`src/rtl/dt_fe_pkg.sv`:
```
package dt_fe_pkg;

    localparam int CH_IDX_W   = 4;
    localparam int WIN_SHIFT  = 5;

    localparam logic [11:0] OFS_TEST_EN  = 12'hF00;
    localparam logic [11:0] OFS_TEST_LVL = 12'hF04;
    localparam logic [11:0] OFS_ID_BASE  = 12'hFD0;
    localparam logic [11:0] OFS_ID_LAST  = 12'hFFC;

    typedef enum logic [3:0] {
        K_NONE,
        K_LOAD,
        K_VALUE,
        K_CTRL,
        K_INTCLR,
        K_RIS,
        K_MIS,
        K_BGLOAD,
        K_TEST_EN,
        K_TEST_LVL,
        K_ID
    } reg_kind_e;

    typedef struct packed {
        reg_kind_e             kind;
        logic [CH_IDX_W-1:0]   ch;
        logic [3:0]            id_idx;
    } dec_t;

    function automatic logic [7:0] id_byte(input logic [3:0] idx);
        case (idx)
            4'd0:    id_byte = 8'h04;
            4'd4:    id_byte = 8'h23;
            4'd5:    id_byte = 8'hB8;
            4'd6:    id_byte = 8'h1B;
            4'd8:    id_byte = 8'h0D;
            4'd9:    id_byte = 8'hF0;
            4'd10:   id_byte = 8'h05;
            4'd11:   id_byte = 8'hB1;
            default: id_byte = 8'h00;
        endcase
    endfunction

    function automatic reg_kind_e sub_kind(input logic [4:0] sub);
        case (sub)
            5'h00:   sub_kind = K_LOAD;
            5'h04:   sub_kind = K_VALUE;
            5'h08:   sub_kind = K_CTRL;
            5'h0C:   sub_kind = K_INTCLR;
            5'h10:   sub_kind = K_RIS;
            5'h14:   sub_kind = K_MIS;
            5'h18:   sub_kind = K_BGLOAD;
            default: sub_kind = K_NONE;
        endcase
    endfunction

endpackage

```
`src/rtl/dt_fe_decode.sv`:
```
module dt_fe_decode
    import dt_fe_pkg::*;
#(
    parameter int ADDR_W = 12,
    parameter int NCH    = 2
) (
    input  logic [ADDR_W-1:0] paddr,
    output dec_t              dec
);
    localparam int HI_W   = ADDR_W - WIN_SHIFT;
    localparam int SEL_W  = (NCH > 1) ? $clog2(NCH) : 1;

    logic [HI_W-1:0] win_no;
    logic [11:0]     ofs12;
    logic [11:0]     id_ofs;

    assign win_no = paddr[ADDR_W-1:WIN_SHIFT];
    assign ofs12  = 12'(paddr);
    assign id_ofs = ofs12 - OFS_ID_BASE;

    always_comb begin
        dec        = '0;
        dec.kind   = K_NONE;
        if (paddr[1:0] == 2'b00) begin
            if (win_no < HI_W'(NCH)) begin
                dec.kind = sub_kind(paddr[WIN_SHIFT-1:0]);
                dec.ch   = CH_IDX_W'(paddr[WIN_SHIFT +: SEL_W]);
            end else if (ofs12 == OFS_TEST_EN) begin
                dec.kind = K_TEST_EN;
            end else if (ofs12 == OFS_TEST_LVL) begin
                dec.kind = K_TEST_LVL;
            end else if (ofs12 >= OFS_ID_BASE && ofs12 <= OFS_ID_LAST) begin
                dec.kind   = K_ID;
                dec.id_idx = id_ofs[5:2];
            end
        end
    end
endmodule

```
`src/rtl/dt_fe_testregs.sv`:
```
module dt_fe_testregs #(
    parameter int NCH = 2
) (
    input  logic           clk,
    input  logic           rst,
    input  logic           en_we,
    input  logic           lvl_we,
    input  logic [31:0]    wdata,
    output logic           test_en,
    output logic [NCH-1:0] test_lvl
);
    always_ff @(posedge clk) begin
        if (rst) begin
            test_en  <= 1'b0;
            test_lvl <= '0;
        end else begin
            if (en_we)  test_en  <= wdata[0];
            if (lvl_we) test_lvl <= wdata[NCH-1:0];
        end
    end
endmodule

```
`src/rtl/dt_fe_irq.sv`:
```
module dt_fe_irq #(
    parameter int NCH       = 2,
    parameter int CTRL_W    = 8,
    parameter int INTEN_BIT = 5
) (
    input  logic                  test_en,
    input  logic [NCH-1:0]        test_lvl,
    input  logic [NCH*CTRL_W-1:0] ch_ctrl,
    input  logic [NCH-1:0]        ch_ris,
    output logic [NCH-1:0]        mis,
    output logic [NCH-1:0]        irq,
    output logic                  irq_comb
);
    for (genvar i = 0; i < NCH; i++) begin : g_ch
        assign mis[i] = ch_ris[i] & ch_ctrl[i*CTRL_W + INTEN_BIT];
        assign irq[i] = test_en ? test_lvl[i] : mis[i];
    end
    assign irq_comb = |irq;
endmodule

```
`src/rtl/dt_fe_rdmux.sv`:
```
module dt_fe_rdmux
    import dt_fe_pkg::*;
#(
    parameter int DATA_W = 32,
    parameter int NCH    = 2,
    parameter int CTRL_W = 8
) (
    input  dec_t                  dec,
    input  logic [NCH*DATA_W-1:0] ch_reload,
    input  logic [NCH*DATA_W-1:0] ch_value,
    input  logic [NCH*CTRL_W-1:0] ch_ctrl,
    input  logic [NCH-1:0]        ch_ris,
    input  logic [NCH-1:0]        mis,
    input  logic                  test_en,
    output logic [DATA_W-1:0]     rdata
);
    logic [DATA_W-1:0] sel_reload, sel_value;
    logic [CTRL_W-1:0] sel_ctrl;
    logic              sel_ris, sel_mis;

    always_comb begin
        sel_reload = '0;
        sel_value  = '0;
        sel_ctrl   = '0;
        sel_ris    = 1'b0;
        sel_mis    = 1'b0;
        for (int i = 0; i < NCH; i++) begin
            if (dec.ch == CH_IDX_W'(i)) begin
                sel_reload = ch_reload[i*DATA_W +: DATA_W];
                sel_value  = ch_value[i*DATA_W +: DATA_W];
                sel_ctrl   = ch_ctrl[i*CTRL_W +: CTRL_W];
                sel_ris    = ch_ris[i];
                sel_mis    = mis[i];
            end
        end
    end

    always_comb begin
        rdata = '0;
        case (dec.kind)
            K_LOAD, K_BGLOAD: rdata = sel_reload;
            K_VALUE:          rdata = sel_value;
            K_CTRL:           rdata = DATA_W'(sel_ctrl);
            K_RIS:            rdata = DATA_W'(sel_ris);
            K_MIS:            rdata = DATA_W'(sel_mis);
            K_TEST_EN:        rdata = DATA_W'(test_en);
            K_ID:             rdata = DATA_W'(id_byte(dec.id_idx));
            default:          rdata = '0;
        endcase
    end
endmodule

```
`src/rtl/dt_apb_frontend.sv`:
```
module dt_apb_frontend
    import dt_fe_pkg::*;
#(
    parameter int ADDR_W    = 12,
    parameter int DATA_W    = 32,
    parameter int NCH       = 2,
    parameter int CTRL_W    = 8,
    parameter int INTEN_BIT = 5
) (
    input  logic                  clk,
    input  logic                  rst,
    input  logic                  psel,
    input  logic                  penable,
    input  logic                  pwrite,
    input  logic [ADDR_W-1:0]     paddr,
    input  logic [DATA_W-1:0]     pwdata,
    output logic [DATA_W-1:0]     prdata,
    output logic                  pready,
    output logic                  pslverr,
    output logic [DATA_W-1:0]     ch_wdata,
    output logic [NCH-1:0]        ch_load_we,
    output logic [NCH-1:0]        ch_bgload_we,
    output logic [NCH-1:0]        ch_ctrl_we,
    output logic [NCH-1:0]        ch_intclr,
    input  logic [NCH*DATA_W-1:0] ch_reload,
    input  logic [NCH*DATA_W-1:0] ch_value,
    input  logic [NCH*CTRL_W-1:0] ch_ctrl,
    input  logic [NCH-1:0]        ch_ris,
    output logic [NCH-1:0]        irq,
    output logic                  irq_comb
);
    dec_t              dec;
    logic              wr_acc, rd_sel;
    logic              test_en;
    logic [NCH-1:0]    test_lvl;
    logic [NCH-1:0]    mis;
    logic [DATA_W-1:0] rdata;

    assign wr_acc   = psel & penable & pwrite;
    assign rd_sel   = psel & ~pwrite;
    assign pready   = 1'b1;
    assign pslverr  = 1'b0;
    assign ch_wdata = pwdata;
    assign prdata   = rd_sel ? rdata : '0;

    dt_fe_decode #(.ADDR_W(ADDR_W), .NCH(NCH)) u_dec (
        .paddr (paddr),
        .dec   (dec)
    );

    for (genvar i = 0; i < NCH; i++) begin : g_strobe
        logic hit;
        assign hit             = wr_acc && (dec.ch == CH_IDX_W'(i));
        assign ch_load_we[i]   = hit && (dec.kind == K_LOAD);
        assign ch_bgload_we[i] = hit && (dec.kind == K_BGLOAD);
        assign ch_ctrl_we[i]   = hit && (dec.kind == K_CTRL);
        assign ch_intclr[i]    = hit && (dec.kind == K_INTCLR);
    end

    dt_fe_testregs #(.NCH(NCH)) u_test (
        .clk      (clk),
        .rst      (rst),
        .en_we    (wr_acc && dec.kind == K_TEST_EN),
        .lvl_we   (wr_acc && dec.kind == K_TEST_LVL),
        .wdata    (32'(pwdata)),
        .test_en  (test_en),
        .test_lvl (test_lvl)
    );

    dt_fe_irq #(.NCH(NCH), .CTRL_W(CTRL_W), .INTEN_BIT(INTEN_BIT)) u_irq (
        .test_en  (test_en),
        .test_lvl (test_lvl),
        .ch_ctrl  (ch_ctrl),
        .ch_ris   (ch_ris),
        .mis      (mis),
        .irq      (irq),
        .irq_comb (irq_comb)
    );

    dt_fe_rdmux #(.DATA_W(DATA_W), .NCH(NCH), .CTRL_W(CTRL_W)) u_rd (
        .dec       (dec),
        .ch_reload (ch_reload),
        .ch_value  (ch_value),
        .ch_ctrl   (ch_ctrl),
        .ch_ris    (ch_ris),
        .mis       (mis),
        .test_en   (test_en),
        .rdata     (rdata)
    );
endmodule

```
`config.mk`:
```
export PLATFORM = sky130hd
export DESIGN_NAME = dt_apb_frontend
export DESIGN_NICKNAME = d
export VERILOG_FILES = /design/src/rtl/dt_fe_pkg.sv /design/src/rtl/dt_fe_decode.sv /design/src/rtl/dt_fe_testregs.sv /design/src/rtl/dt_fe_irq.sv /design/src/rtl/dt_fe_rdmux.sv /design/src/rtl/dt_apb_frontend.sv
export SDC_FILE = /design/constraint.sdc
export NUM_CORES = 1
export LEC_CHECK = 0
export ABC_CLOCK_PERIOD_IN_PS = 3420
export CAP_MARGIN = 20
export CORE_AREA = 2 2 107 109
export CTS_CLUSTER_DIAMETER = 50
export DETAILED_ROUTE_END_ITERATION = 6
export DIE_AREA = 0 0 109 111
export PLACE_DENSITY = 0.64
export SYNTH_ARGS = -nofsm -noshare
export SYNTH_HDL_FRONTEND = slang
export SYNTH_SLANG_ARGS = --single-unit
```
`constraint.sdc`:
```
create_clock -name clk -period 3.42 [get_ports clk]
set_clock_uncertainty 0.15 [all_clocks]
set_input_delay 0.342 -clock clk [delete_from_list [all_inputs] [get_ports clk]]
set_output_delay 0.342 -clock clk [all_outputs]
set_load 0.02 [all_outputs]
```
==> load_flow_metrics.sql <==
INSERT INTO impl_metrics (metric_group, metric, value, unit) VALUES
('synthesis', 'yosysSeqAreaShare', '0.0246', ''),
('grt', 'grt_antenna_before_repair', '0', ''),
('timing', 'finalWorstPathRequiredPeriod', '3.32', 'ns'),
('synthesis', 'yosys_warnings', '0', ''),
('clock_tree', 'sinks_on_the_clock_net', '3', ''),
('grt', 'first_pass_grt_wire_length', '19600', 'microns'),
('status', 'run_status', 'completed', ''),
('routing', 'drt-vias-per-instance', '4.85', ''),
('timing', 'setup-violations-final', '0', ''),
('floorplan', 'floorplan.initialDensity', '0.220', ''),
('routing', 'drc', '0', ''),
('cells_and_area', 'final_common_cell', 'clkdlybuf4s50_1', ''),
('setup_path', 'cp_max_fo', '9', ''),
('cells_and_area', 'layout-drive-gt1-share', '0.209', ''),
('cells_and_area', 'final_cell_mix', 'clkdlybuf4s50_1 (162), nand2_1 (157), buf_4 (61)', ''),
('placed_design', 'port_buffers', '209', ''),
('clock_tree', 'number_of_clock_buffers_inserted_by_tritoncts', '3', ''),
('timing', 'period_share', '0.970', ''),
('synthesis', 'asyncSetResetFlopFracSynth', '0', ''),
('grt', 'grt_util_all_layers', '0.201', ''),
('grt', 'first_global_vias', '3896', ''),
('synthesis', 'synthesis.instances', '432', ''),
('clock_tree', 'clk_root_buffer_cell', 'clkbuf_16', ''),
('floorplan', 'floorplan.die.height', '111', 'microns'),
('cells_and_area', 'final_nets', '860', ''),
('timing', 'finalSetupTns', '0', 'ns'),
('setup_path', 'worst_ep_required_time', '2.93', 'ns'),
('timing', 'max_freq', '302', 'MHz'),
('synthesis', 'synth_cell_type_count', '49', ''),
('clock_tree', 'cts_tree', 'done', ''),
('min_path', 'min_path_type', 'flip-flop to flip-flop', ''),
('timing', 'slew_viol_final', '0', ''),
('floorplan', 'ioPinCount', '272', ''),
('placed_design', 'place.gp.congestion', '0.913', ''),
('setup_path', 'critical_path_class', 'primary input to output pin', ''),
('timing', 'hold_slack', '0.351', 'ns'),
('synthesis', 'synth_nets', '634', ''),
('power', 'p_per_area', '102', 'mW/mm^2'),
('synthesis', 'number_of_synthesized_flops_with_an_enable_pin', '0', ''),
('synthesis', 'synth.cell_area', '0.00244', 'sq mm'),
('clock_tree', 'clock_latency', '0.22', 'ns'),
('cells_and_area', 'diodes', '0', ''),
('setup_path', 'timing.critical_path.from_type', 'primary input', ''),
('clock_tree', 'clk_transition_reported_paths', '0.03', 'ns'),
('floorplan', 'core_area', '0.0111', 'sq mm'),
('power', 'leakage', '2.22', 'nW'),
('setup_path', 'worst_ep_arrival_time', '2.82', 'ns'),
('routing', 'detailroute.via_count', '3878', ''),
('routing', 'detailedRoute.firstIterationViolations', '232', ''),
('synthesis', 'post_synthesis_average_cell_area', '5.65', 'sq um'),
('grt', 'grt_max_degree', '31', ''),
('placed_design', 'dp_hpwl', '10200', 'microns'),
('floorplan', 'fp-row-count', '39', ''),
('floorplan', 'die_area', '0.0121', 'sq mm'),
('grt', 'grt_overflow', '0', ''),
('routing', 'drt_pre_antenna_iters', '5', ''),
('timing', 'unrepaired_setup_endpoints_after_global_routing', 'yes', ''),
('cells_and_area', 'synthToLayoutAreaGrowth', '110', '%'),
('clock_tree', 'h-tree-depth', '1', ''),
('floorplan', 'die-width', '109', 'microns'),
('flow_run', 'drv_cap', '0', ''),
('clock_tree', 'cts_max_path_buffers', '2', ''),
('power', 'peak_ir_drop_on_the_vdd_network', '238', 'uV'),
('setup_path', 'critical_path.endpoint_type', 'output pin', ''),
('routing', 'routedWlPerCell', '16.1', 'microns'),
('routing', 'finalWirelength', '12900', 'microns'),
('synthesis', 'ys_ff_latch', '3', ''),
('timing', 'finalHoldViolations', '0', ''),
('synthesis', 'postSynth.topFlopCell', 'dfxtp_1', ''),
('routing', 'antenna_left', '0', '');
==> kinds of logic after synthesis <==
kind of cell               share of synthesized area
xor gates and xnor gates                     0.00359
DFF                                           0.0246
muxes                                         0.0251
AOI/OAI and AO/OA                              0.336
and+or+nand+nor                                0.401
adders and majority gates                     0.0359
other                                        0.00308
buffers and inverters                          0.171
==> cell type report <==
type | instances | area, sq um
fill | 1152 | 5960
timing repair buffer | 284 | 2720
multi-input combinational | 362 | 2060
tap | 143 | 179
clock buffer | 4 | 78.8
sequential | 3 | 60.1
inverter | 4 | 15.0
==> power by group <==
| group | leakage, nW | total [mW] | internal, mW | switching (mW) |
|---|---|---|---|---|
| logic | 2.16 | 0.302 | 0.208 | 0.0947 |
| registers | 0.0241 | 0.0353 | 0.0353 | 0.00000557 |
| clock network | 0.0382 | 0.186 | 0.154 | 0.0324 |
| total | 2.22 | 0.524 | 0.397 | 0.127 |
==> Yosys cell counts, types with 3 or more instances <==
library cell	count	area [sq um]
mux2i_1	5	50.1
a31oi_1	3	18.8
nand2_1	158	593
or2_2	3	18.8
buf_4	35	263
a21oi_1	61	305
buf_1	5	18.8
nor4_1	4	25.0
o21ai_0	5	25.0
buf_2	4	20.0
ha_1	7	87.6
nand3_1	9	45.0
a311oi_1	6	52.6
dfxtp_1	3	60.1
and3_1	8	50.1
nor2_1	9	33.8
nor2b_1	3	18.8
inv_1	4	15.0
clkbuf_1	15	56.3
o21a_1	27	203
nor3_1	12	60.1
buf_6	4	45.0
o31a_1	7	61.3
nand4_1	3	18.8
==> final timing paths <==
path | depth (start not counted) | to | from | slack, ns
setup / recovery | 13 | prdata[5] | paddr[5] | 0.10
hold / removal | 2 | u_test.test_lvl[0]$_SDFFE_PP0P_ | u_test.test_lvl[0]$_SDFFE_PP0P_ | 0.35
setup reg to reg | 2 | u_test.test_en$_SDFFE_PP0P_ | u_test.test_en$_SDFFE_PP0P_ | 2.62
hold reg to reg | 2 | u_test.test_lvl[0]$_SDFFE_PP0P_ | u_test.test_lvl[0]$_SDFFE_PP0P_ | 0.35
==> per-stage QoR <==
stage | worst slack (ns) | power (mW) | cell area (sq um) | util | cells
finish | 0.104 | 0.524 | 5110 | 0.462 | 800
global route | 0.00185 | 0.549 | 5110 | 0.462 | 800
CTS | 0.00265 | 0.523 | 5070 | 0.458 | 798
detailed placement | -0.595 | 0.331 | 4890 | 0.441 | 785
global placement | -0.535 | 0.330 | 4890 | 0.441 | 785
floorplan | 0.487 | 0.149 | 2440 | - | 432
==> sequential cells by signal, summed over array words and instances (netlist names) <==
| register | count |
|---|---|
| u_test.test_lvl | 2 |
| u_test.test_en | 1 |
==> repair_timing <==
item	CTS	global route
endpoints found under the setup margin	38	34
hold buffers	0	0
pin swaps	6	7
gates cloned	4	0
gates resized for setup	146	41
buffers inserted	5	3
==> worst max-delay path: stages <==
cell and delay [ns]:
dlygate4sd2_1 0.25, inv_2 0.06, ha_1 0.12, or3b_4 0.38, a211o_4 0.39, a211o_1 0.32
a32oi_4 0.21, buf_12 0.15, buf_6 0.10, buf_16 0.11, a21oi_1 0.04, o21a_1 0.22
buf_6 0.14
==> metal layers <==
metal	part of all wire	wire length, microns	GRT usage	up-vias
li1	-	-	-	1922
met1	0.41	5290	0.247	1769
met2	0.49	6240	0.362	152
met3	0.082	1050	0.0300	35
met4	0.021	274	0.0479	0
met5	0	0	0	-
(Power assumes the default switching activity.)
